## config.mk

```make
export PLATFORM = sky130hd
export DESIGN_NAME = spr_upload_ctrl
export DESIGN_NICKNAME = d
export VERILOG_FILES = /design/src/rtl/upl_pkg.sv /design/src/rtl/upl_shadow_bank.sv /design/src/rtl/upl_byte_select.sv /design/src/rtl/upl_sequencer.sv /design/src/rtl/spr_upload_ctrl.sv
export SDC_FILE = /design/constraint.sdc
export NUM_CORES = 1
export LEC_CHECK = 0
export BUFFER_PORTS_ARGS = -buffer_cell sky130_fd_sc_hd__buf_2
export CAP_MARGIN = 20
export CORE_MARGIN = 2
export CORE_UTILIZATION = 55
export DETAILED_ROUTE_END_ITERATION = 12
export PLACE_DENSITY_LB_ADDON = 0.12
export SYNTH_ARGS = -nofsm -noshare
export SYNTH_HDL_FRONTEND = slang
export SYNTH_SLANG_ARGS = --single-unit
```

## constraint.sdc

```tcl
create_clock -name clk -period 5 [get_ports clk]
set_input_delay 0.25 -clock clk [delete_from_list [all_inputs] [get_ports clk]]
set_output_delay 0.25 -clock clk [all_outputs]
set_load 0.005 [all_outputs]
```

## src/rtl/upl_pkg.sv

```systemverilog
package upl_pkg;

   typedef enum logic [1:0] {
      ST_IDLE = 2'd0,
      ST_REQ  = 2'd1,
      ST_XFER = 2'd2,
      ST_FIN  = 2'd3
   } upl_state_e;

   function automatic bit is_pow2(input int v);
      return (v > 0) && ((v & (v - 1)) == 0);
   endfunction

endpackage

```

## src/rtl/upl_shadow_bank.sv

```systemverilog
module upl_shadow_bank #(
   parameter int NUM_REGS = 8,
   parameter int WORD_W   = 16,
   localparam int BANK_W  = NUM_REGS * WORD_W
) (
   input  logic              clk,
   input  logic              rst_n,
   input  logic              cap_i,
   input  logic [BANK_W-1:0] regs_i,
   output logic [BANK_W-1:0] shadow_o
);

   for (genvar r = 0; r < NUM_REGS; r++) begin : g_word
      logic [WORD_W-1:0] word_q;
      always_ff @(posedge clk or negedge rst_n) begin
         if (!rst_n) begin
            word_q <= '0;
         end else if (cap_i) begin
            word_q <= regs_i[r*WORD_W +: WORD_W];
         end
      end
      assign shadow_o[r*WORD_W +: WORD_W] = word_q;
   end

endmodule

```

## src/rtl/upl_byte_select.sv

```systemverilog
module upl_byte_select #(
   parameter int NUM_REGS       = 8,
   parameter int WORD_W         = 16,
   parameter int BYTE_W         = 8,
   parameter bit LOW_BYTE_FIRST = 1'b1,
   localparam int BANK_W        = NUM_REGS * WORD_W,
   localparam int LANES         = WORD_W / BYTE_W,
   localparam int NUM_BYTES     = NUM_REGS * LANES,
   localparam int CNT_W         = $clog2(NUM_BYTES)
) (
   input  logic [BANK_W-1:0] shadow_i,
   input  logic [CNT_W-1:0]  idx_i,
   output logic [BYTE_W-1:0] byte_o
);

   logic [BYTE_W-1:0] byte_arr [NUM_BYTES];

   for (genvar r = 0; r < NUM_REGS; r++) begin : g_reg
      for (genvar l = 0; l < LANES; l++) begin : g_lane
         if (LOW_BYTE_FIRST) begin : g_lo
            assign byte_arr[r*LANES + l] = shadow_i[r*WORD_W + l*BYTE_W +: BYTE_W];
         end else begin : g_hi
            assign byte_arr[r*LANES + l] =
               shadow_i[r*WORD_W + (LANES-1-l)*BYTE_W +: BYTE_W];
         end
      end
   end

   always_comb begin
      byte_o = '0;
      for (int k = 0; k < NUM_BYTES; k++) begin
         if (idx_i == CNT_W'(k)) begin
            byte_o = byte_arr[k];
         end
      end
   end

endmodule

```

## src/rtl/upl_sequencer.sv

```systemverilog
module upl_sequencer
   import upl_pkg::*;
#(
   parameter int NUM_BYTES = 16,
   localparam int CNT_W    = $clog2(NUM_BYTES),
   localparam logic [CNT_W-1:0] LAST_IDX = CNT_W'(NUM_BYTES - 1)
) (
   input  logic             clk,
   input  logic             rst_n,
   input  logic             start_i,
   input  logic             gnt_i,
   output logic             accept_o,
   output logic             req_o,
   output logic             wr_o,
   output logic [CNT_W-1:0] cnt_o,
   output logic             done_o,
   output logic             fin_o
);

   upl_state_e       state_q, state_d;
   logic [CNT_W-1:0] cnt_q, cnt_d;
   logic             done_q;
   logic             last_byte;

   assign accept_o  = (state_q == ST_IDLE) && start_i;
   assign wr_o      = (state_q == ST_XFER) && gnt_i;
   assign last_byte = wr_o && (cnt_q == LAST_IDX);

   always_comb begin
      state_d = state_q;
      cnt_d   = cnt_q;
      unique case (state_q)
         ST_IDLE: begin
            if (start_i) begin
               state_d = ST_REQ;
               cnt_d   = '0;
            end
         end
         ST_REQ: begin
            if (gnt_i) begin
               state_d = ST_XFER;
            end
         end
         ST_XFER: begin
            if (wr_o) begin
               if (last_byte) begin
                  state_d = ST_FIN;
                  cnt_d   = '0;
               end else begin
                  cnt_d = cnt_q + 1'b1;
               end
            end
         end
         ST_FIN: begin
            state_d = ST_IDLE;
         end
         default: state_d = ST_IDLE;
      endcase
   end

   always_ff @(posedge clk or negedge rst_n) begin
      if (!rst_n) begin
         state_q <= ST_IDLE;
         cnt_q   <= '0;
         done_q  <= 1'b0;
      end else begin
         state_q <= state_d;
         cnt_q   <= cnt_d;
         if (wr_o) begin
            done_q <= ~done_q;
         end
      end
   end

   assign req_o  = (state_q == ST_REQ) || (state_q == ST_XFER);
   assign fin_o  = (state_q == ST_FIN);
   assign cnt_o  = cnt_q;
   assign done_o = done_q;

endmodule

```

## src/rtl/spr_upload_ctrl.sv

```systemverilog
module spr_upload_ctrl
   import upl_pkg::*;
#(
   parameter int NUM_REGS       = 8,
   parameter int WORD_W         = 16,
   parameter int BYTE_W         = 8,
   parameter int ADDR_W         = 20,
   parameter logic [ADDR_W-1:0] BASE_ADDR = 20'hFFFF0,
   parameter bit LOW_BYTE_FIRST = 1'b1,
   localparam int BANK_W        = NUM_REGS * WORD_W,
   localparam int LANES         = WORD_W / BYTE_W,
   localparam int NUM_BYTES     = NUM_REGS * LANES,
   localparam int CNT_W         = $clog2(NUM_BYTES)
) (
   input  logic              clk,
   input  logic              rst_n,
   input  logic              start_i,
   input  logic [BANK_W-1:0] spr_i,
   output logic              bus_req_o,
   input  logic              bus_gnt_i,
   output logic [ADDR_W-1:0] mem_addr_o,
   output logic [BYTE_W-1:0] mem_wdata_o,
   output logic              store_o,
   output logic              done_o,
   output logic              finish_o
);

   if (BYTE_W < 1 || WORD_W % BYTE_W != 0) begin : g_chk_lane
      $error("WORD_W must be a whole multiple of BYTE_W");
   end
   if (!is_pow2(LANES)) begin : g_chk_pow2
      $error("WORD_W/BYTE_W must be a power of two");
   end
   if (NUM_BYTES < 2) begin : g_chk_count
      $error("at least two bytes must be uploaded");
   end
   if ((longint'(BASE_ADDR) + longint'(NUM_BYTES)) > (longint'(1) << ADDR_W)) begin : g_chk_win
      $error("reserved window does not fit in the address space");
   end

   logic              accept;
   logic              wr;
   logic [CNT_W-1:0]  idx;
   logic [BANK_W-1:0] shadow;
   logic [BYTE_W-1:0] cur_byte;

   upl_sequencer #(
      .NUM_BYTES (NUM_BYTES)
   ) seq_i (
      .clk      (clk),
      .rst_n    (rst_n),
      .start_i  (start_i),
      .gnt_i    (bus_gnt_i),
      .accept_o (accept),
      .req_o    (bus_req_o),
      .wr_o     (wr),
      .cnt_o    (idx),
      .done_o   (done_o),
      .fin_o    (finish_o)
   );

   upl_shadow_bank #(
      .NUM_REGS (NUM_REGS),
      .WORD_W   (WORD_W)
   ) shadow_i (
      .clk      (clk),
      .rst_n    (rst_n),
      .cap_i    (accept),
      .regs_i   (spr_i),
      .shadow_o (shadow)
   );

   upl_byte_select #(
      .NUM_REGS       (NUM_REGS),
      .WORD_W         (WORD_W),
      .BYTE_W         (BYTE_W),
      .LOW_BYTE_FIRST (LOW_BYTE_FIRST)
   ) bsel_i (
      .shadow_i (shadow),
      .idx_i    (idx),
      .byte_o   (cur_byte)
   );

   assign mem_addr_o  = BASE_ADDR + ADDR_W'(idx);
   assign mem_wdata_o = cur_byte;
   assign store_o     = wr;

endmodule

```

== Yosys cells after proc, flatten, opt, wreduce, memory -nomap -nowiden ==
Cells that the tools add are included.
Cells by class
  add/sub/neg operators: 2
  reduce and logical (&&, ||, !) cells: 9
  equality and inequality tests: 22
  muxes and demuxes: 25
  bitwise operators: 1
Operators with widths (number)
  $mux W8: 16
  $eq A4 B4 Y1 const B: 8
  $eq A4 B3 Y1 const B: 4
  $mux W4: 3
  $eq A4 B2 Y1 const B: 2
  $mux W2: 4
  $pmux W2 S4: 1
  $pmux W4 S2: 1
  $add A5 B5 Y6 const A: 1
  $add A4 B1 Y4 const B: 1
  $eq A2 B2 Y1 const B: 2
  $eq A4 B1 Y1 const B: 1
  $logic_not A4 Y1: 1
  $ne A2 B1 Y1 const B: 2
  $ne A2 B2 Y1 const B: 2
  $reduce_and A4 Y1: 1
  $logic_and A1 B1 Y1: 3
  $reduce_and A3 Y1: 1
  $eq A2 B1 Y1 const B: 1
  $logic_not A2 Y1: 1
  $reduce_bool A2 Y1: 1
  $logic_or A1 B1 Y1: 1
  $not A1 Y1: 1
Word-level totals
  logic and storage cells: 70
  flip-flop bits (word level): 135

== Longest topological paths before layout ==
Gate-level depths: netlist (run 1).
  word-level depth: 17
  mapped depth: 8
  gate-level depth less buffers: 6

== By module ==
A second synthesis (run 1) with hierarchy kept.
Unflattened totals
  cells, all modules: 520
  area, all modules: 6745.2 sq um
By module, submodules not included
  upl_shadow_bank: instances 1, area each 4822.1 sq um, cells an instance 270, sequential area each 3203.1 sq um
  upl_byte_select: instances 1, area each 1343.8 sq um, cells an instance 189, sequential area each 0.0 sq um
  upl_sequencer: instances 1, area each 455.4 sq um, cells an instance 44, sequential area each 175.2 sq um
  spr_upload_ctrl: instances 1, area each 123.9 sq um, cells an instance 17, sequential area each 0.0 sq um

== Least setup slack after synthesis (run 1) ==
Ideal clock, no wire load.
  kind: reg2out
  from: register seq_i.cnt_q[0], in the netlist seq_i.cnt_o[0]
  to: output port mem_wdata_o[0]
  data required time: 4.750 ns
  stages on the path, launching flop included: 9
  arrival: 1.709 ns
  slack: 3.041 ns
  cells stage by stage: dfrtp_1 inv_1 ha_1 buf_2 and3b_1 buf_6 a2111oi_2 o221ai_1 nand3_1
On the way
  word-level cells in the longest chain between the ends: 17
  elaborated cells between the ends (all ways): 32
  those cells by class: eq/ne (15); mux (16); reduce/logical (1)
Ends and longest elaborated chain
  from (decl): RTL line upl_sequencer.sv:21  | logic [CNT_W-1:0] cnt_q, cnt_d;
  from (signal assigned): RTL line upl_sequencer.sv:68  | cnt_q <= cnt_d;
  $logic_not A4 Y1: RTL line upl_byte_select.sv:32  | if (idx_i == CNT_W'(k)) begin
  $mux W8 (15 in a row): RTL line upl_byte_select.sv:32
  $mux W8 (*): RTL line upl_byte_select.sv:32
  to (decl): RTL line spr_upload_ctrl.sv:22  | output logic [BYTE_W-1:0] mem_wdata_o,
Every way passes the cells marked *; elsewhere a longest branch is shown, timed or not.

== Final worst setup path (run 1) ==
  from: register seq_i.cnt_q[0], in the netlist seq_i.cnt_o[0]
  to: output port mem_wdata_o[3]
The elaborated chain is that of the path after synthesis.

==> results of run 1 <==
sequential cells by signal, summed over array words and instances (netlist names):
register,flops
seq_i.cnt_o,4
seq_i.done_o,1
seq_i.state_q,2
shadow_i.g_word.word_q,128
per-stage QoR:
step | setup WS (ps) | instance area (um2) | power, W
CTS | 1360 | 8270 | 0.00525
global route | 1120 | 8310 | 0.00555
finish | 1260 | 8310 | 0.00524
global placement | 1970 | 7700 | 0.00393
detailed placement | 1830 | 7700 | 0.00400
floorplan | 3040 | 7080 | 0.00335
synthesized netlist by cell type (4+ instances only):
library cell / count / share of area
a21oi_1: 34 / 0.024
a32oi_1: 8 / 0.010
a2111oi_2: 6 / 0.013
o21ai_0: 14 / 0.010
nor3_1: 8 / 0.0057
mux2_2: 128 / 0.21
buf_4: 18 / 0.019
ha_1: 8 / 0.014
a31oi_1: 8 / 0.0071
clkbuf_1: 18 / 0.0096
nand2_1: 33 / 0.018
inv_1: 28 / 0.015
dfrtp_1: 135 / 0.48
a221oi_1: 7 / 0.0087
nand3_1: 13 / 0.0093
nor3b_1: 16 / 0.017
o2bb2ai_1: 15 / 0.019
o221ai_1: 13 / 0.016
nand3b_1: 8 / 0.0086
nor2b_1: 28 / 0.025
buf_2: 25 / 0.018
o21ai_1: 4 / 0.0029
o31ai_1: 8 / 0.0086
nor2_1: 4 / 0.0021
cell families (layout without fill, tap and decap cells):
| logic type | Yosys count | count (layout) | share of synthesized area |
|---|---|---|---|
| multiplexers | 130 | 130 | 0.208 |
| adder cells (fa/ha/maj) | 8 | 8 | 0.0143 |
| flip-flops | 135 | 135 | 0.481 |
| other | 1 | 16 | 0.000534 |
| buffers and inverters | 95 | 213 | 0.0674 |
| XOR/XNOR | 1 | 1 | 0.00125 |
| AND/OR/NAND/NOR | 120 | 120 | 0.0975 |
| AO/OA/AOI/OAI | 126 | 126 | 0.129 |
worst max-delay path: cells and delay by family (launching register included):
kind / cells / cell delay (ps)
AO/OA/AOI/OAI: 3 / 630
buffers and inverters: 2 / 310
adder cells (fa/ha/maj): 1 / 810
AND/OR/NAND/NOR: 1 / 880
flip-flops: 1 / 430
power groups by stage:
stage,sequential [W],clock [W],combinational (W)
2_1_floorplan,0.00187,0,0.00149
3_3_place_gp,0.00200,0,0.00193
3_5_place_dp,0.00202,0,0.00198
4_1_cts,0.00201,0.00123,0.00200
5_1_grt,0.00207,0.00129,0.00219
6_report,0.00201,0.00122,0.00200
how the worst max path moves through the flow:
stage | from | to | slack, ps | cells past startpoint
finish | seq_i.cnt_o[0] | mem_wdata_o[3] | 1260 | 7
global route | seq_i.cnt_o[0] | mem_wdata_o[3] | 1120 | 7
CTS | seq_i.cnt_o[0] | mem_wdata_o[7] | 1360 | 7
detailed placement | seq_i.cnt_o[0] | mem_wdata_o[7] | 1830 | 7
global placement | seq_i.cnt_o[0] | mem_wdata_o[7] | 1970 | 7
floorplan | seq_i.cnt_o[0] | mem_wdata_o[0] | 3040 | 8
routing by layer:
metal | GRT usage | wire [um] | vias to the layer above
met5 | 0 | 0 | -
met4 | 0.0847 | 342 | 0
met3 | 0.0762 | 1190 | 35
met2 | 0.443 | 8690 | 215
met1 | 0.346 | 7520 | 2600
li1 | - | - | 2444
layout make-up:
cell class                 instances  area, um2
clock buffer                      24        472
timing repair buffer             153        806
clock inverter                     8       97.6
tap                              172        215
inverter                          28        105
sequential                       135       3380
fill                             972       4210
multi-input combinational        401       3240
==> impl_metrics.tcl, run 1 <==
set metrics [dict create \
    wirelength_um 17700 \
    relSlewSlack 0.302 \
    antennaDiodeCount 0 \
    rows 41 \
    pin_count 164 \
    core_um2 12500 \
    cp_cell_sequence "inv_1 -> ha_1 -> and3b_1 -> a31oi_1 -> a311oi_1 -> o211ai_1 -> buf_2" \
    drc_errors 0 \
    clkPwrFrac 0.233 \
    worstSetupPathType "reg2out" \
    ys.flop_type "dfrtp_1" \
    htreeDepth 4 \
    clock-sinks 135 \
    synth-async-reset-ratio 1.00 \
    clockRootBuffer "clkbuf_16" \
    critPathSlowestCell "and3b_1" \
    synth_edf_count 0 \
    drive_above_1_share 0.425 \
    grt_setup_unrepaired "no" \
    synth.avg_cell_area_um2 11.4 \
    r2r_cells 5 \
    tightest_slew_ps 1050 \
    gr-total-overflow 0 \
    ys_types 46 \
    hold_start "spr_i[73]" \
    syn2layout_area_growth_pct 18.4 \
    worstHoldPathCells 2 \
    nNetsFinal 876 \
    max_freq_mhz 267 \
    port_buffers 147 \
    grt_pass1_vias 5156 \
    clockBufferDepth 2 \
    reg2reg_to "seq_i.state_q[1]" \
    cellInternalPower_w 0.00341 \
    setup_viol 0 \
    hold_slack_ps 50.9 \
    avgViaCountPerCell 5.75 \
    worstPathRequired_ps 4750 \
    min_period_over_period 0.748 \
    antenna_found_initial 0 \
    netlist_area_um2 7020 \
    floorplan.initialDensity 0.561 \
    r2r_start "seq_i.cnt_o[1]" \
    place_inst 887 \
    final_hold_viol_count 0 \
    irDropWorstVdd_uv 294 \
    power.share.switching 0.350 \
    max_stage_delay_ps 880 \
    fin_skew_ps 3.98 \
    dieWidth_um 117 \
    endpoint_kind "primary output" \
    tritoncts "done" \
    p_per_area_nw_per_um2 630 \
    drtIter0Drc 344 \
    detail-route-antenna-nets 0 \
    fin_util 0.664 \
    cts_buffers 17 \
    vias 5294 \
    grt_pass1_wl_um 27300 \
    place.gp.congestion 0.895 \
    grt_max_degree 91 \
    p_leak_nw 3.70 \
    final_cells 921 \
    ff2ff_setup_slack_ps 2610 \
    postCtsSetupBuffers 0 \
    grt_usage 0.269 \
    hold_end "shadow_i.g_word[4].word_q[9]" \
    layout_common_cells "buf_2, dfrtp_1, mux2_2" \
    ys_seq_area_frac 0.481 \
    arrival_ps 3490 \
    yosys_warnings 0 \
    cts_resized 0 \
    die_area_um2 13700 \
    die_h_um 117 \
    hold_class "in2reg" \
    critPathLaunchType "flop" \
    clock_latency_ps 420 \
    combinationalPowerShare 0.382 \
    ys_ff_latch 135 \
    finalMaxSlewViolations 0 \
    status "finished clean" \
    dpl.hpwl_um 12400 \
    final_common_cell "buf_2" \
    cp_max_fo 28 \
    clk_pin_slew_ps 60 \
    p_sw_w 0.00183 \
    ctsHoldBuffers 0 \
    netlist_instances 616 \
    drt_first_pass_iters 5 \
    min_period_ps 3740 \
    routedWlPerCell_um 19.3 \
    drv_cap 0 \
    p_seq_frac 0.384 \
    fin_tns_setup_ps 0 \
]
Note: power is estimated with default switching activity, not from simulation.
==> inputs of run 2 (changes only) <==
Settings changed: CORE_UTILIZATION 55 to 54.
Clock period 5 ns to 3.9 ns, I/O delays scaled along.
==> run 2 against run 1 <==
Worst hold slack worse by 47 ps. Clock skew about the same. Sequential share of layout area down 1.7 points. Total power increased by 31%. Non-clock buffer count rose by 34. Combinational power rose by 34%. Register-to-register slack got worse by 1000 ps. Critical path depth unchanged. Die area grew 1.8%. Critical path type unchanged. Critical endpoint is now mem_wdata_o[7].
==> impl_metrics.tcl, run 2 (synthesized netlist as in run 1, its figures left out) <==
set metrics [dict create \
    drive_above_1_share 0.414 \
    grt_max_degree 73 \
    fin_tns_setup_ps 0 \
    hold_start "spr_i[50]" \
    r2r_start "seq_i.state_q[0]" \
    detail-route-antenna-nets 0 \
    cts_buffers 17 \
    clockRootBuffer "clkbuf_16" \
    cp_max_fo 52 \
    gr-total-overflow 0 \
    nNetsFinal 910 \
    final_common_cell "buf_2" \
    core_um2 12700 \
    postCtsSetupBuffers 0 \
    cpLargestDelayFamily "compound AO/OA/AOI/OAI gates" \
    port_buffers 147 \
    setup_viol 0 \
    fin_skew_ps 3.71 \
    reg2reg_to "shadow_i.g_word[7].word_q[9]" \
    worstPathRequired_ps 3700 \
    place.gp.congestion 0.880 \
    fin_util 0.685 \
    max_freq_mhz 298 \
    final_cells 955 \
    arrival_ps 3160 \
    critPathSlowestCell "ha_2" \
    r2r_cells 5 \
    p_per_area_nw_per_um2 792 \
    worstHoldPathCells 2 \
    finalMaxSlewViolations 0 \
    antennaDiodeCount 0 \
    rows 41 \
    relSlewSlack 0.357 \
    clockBufferDepth 2 \
    ff2ff_setup_slack_ps 1590 \
    drc_errors 0 \
    path_buf_inv 2 \
    clk_pin_slew_ps 60 \
    max_stage_delay_ps 840 \
    routedWlPerCell_um 19.2 \
    drv_cap 0 \
    p_leak_nw 3.86 \
    grt_pass1_wl_um 29200 \
    pin_count 164 \
    cts_resized 0 \
    die_h_um 118 \
    grt_setup_unrepaired "no" \
    syn2layout_area_growth_pct 23.6 \
    dieWidth_um 118 \
    drtIter0Drc 421 \
    irDropWorstVdd_uv 411 \
    critPathLaunchType "flop" \
    grt_usage 0.272 \
    avgViaCountPerCell 5.69 \
    status "finished clean" \
    vias 5430 \
    place_inst 891 \
    hold_class "in2reg" \
    endpoint_kind "primary output" \
    worstSetupPathType "reg2out" \
    drt_first_pass_iters 6 \
    final_hold_viol_count 0 \
    ctsHoldBuffers 32 \
    cp_cell_sequence "inv_1 -> ha_2 -> a21oi_1 -> a2111oi_0 -> o221ai_1 -> nand3_1 -> buf_2" \
    htreeDepth 4 \
    largest-register "shadow_i.g_word.word_q" \
    wirelength_um 18300 \
    floorplan.initialDensity 0.554 \
    clock-sinks 135 \
    largest_register_ffs 128 \
    dpl.hpwl_um 12900 \
    layout_common_cells "buf_2, dfrtp_1, mux2_2" \
    hold_end "shadow_i.g_word[3].word_q[2]" \
    antenna_found_initial 0 \
    min_period_ps 3350 \
    die_area_um2 13900 \
    clock_latency_ps 430 \
    tritoncts "done" \
    min_period_over_period 0.860 \
    tightest_slew_ps 965 \
    grt_pass1_vias 5544 \
]
## run 2: changes by cell type in the layout (fill, tap and decap cells not counted), sizes merged
| cell | change |
|---|---|
| bufinv | +1 |
| dlygate4sd3 | +31 |
| clkinv | +2 |
| clkbuf | -4 |
| buf | +3 |
| clkinvlp | +1 |
## run 2: per-stage QoR
| stage | total power, W | hold WS [ps] | instance area [um2] | worst slack (ps) |
|---|---|---|---|---|
| 6_report | 0.00687 | 4.29 | 8680 | 546 |
| 5_1_grt | 0.00728 | 3.45 | 8680 | 298 |
| 4_1_cts | 0.00688 | 0.0633 | 8680 | 597 |
| 3_5_place_dp | 0.00522 | 383 | 7760 | 1050 |
| 3_3_place_gp | 0.00513 | 380 | 7760 | 1090 |
| 2_1_floorplan | 0.00430 | -101 | 7080 | 2000 |
## run 2: layout make-up
| cell class | count | area [um2] |
|---|---|---|
| fillers | 973 | 3990 |
| clock buffers | 20 | 447 |
| flip-flops and latches | 135 | 3380 |
| multi-input cells | 401 | 3240 |
| well taps | 172 | 215 |
| clock inverters | 12 | 153 |
| inverters | 28 | 105 |
| repair buffers | 187 | 1140 |
## run 2: worst max path at each step
| stage | from | end | depth (start not counted) |
|---|---|---|---|
| 2_1_floorplan | seq_i.cnt_o[0] | mem_wdata_o[0] | 8 |
| 3_3_place_gp | seq_i.cnt_o[0] | mem_wdata_o[7] | 7 |
| 3_5_place_dp | seq_i.cnt_o[0] | mem_wdata_o[7] | 7 |
| 4_1_cts | seq_i.cnt_o[0] | mem_wdata_o[7] | 7 |
| 5_1_grt | seq_i.cnt_o[0] | mem_wdata_o[7] | 7 |
| 6_report | seq_i.cnt_o[0] | mem_wdata_o[7] | 7 |
## run 2: layer usage
layer | GRT usage | up-vias | routed length (um)
li1 | - | 2506 | -
met1 | 0.346 | 2702 | 7900
met2 | 0.455 | 190 | 9010
met3 | 0.0615 | 32 | 1030
met4 | 0.0986 | 0 | 384
met5 | 0 | - | 0
## run 2: power breakdown
group | switching [W] | leakage [nW] | internal [W] | total, W
Combinational | 0.00136 | 1.98 | 0.00132 | 0.00268
Sequential | 0.000453 | 1.60 | 0.00212 | 0.00257
Clock | 0.000601 | 0.282 | 0.00102 | 0.00162
## run 2: worst reg2reg max path, delay by kind of cell, from the launching register on
family | cells | cell delay (ps)
adders and majority gates | 1 | 260
DFF | 1 | 380
muxes | 1 | 360
buffers and inverters | 2 | 510
and+or+nand+nor | 1 | 680
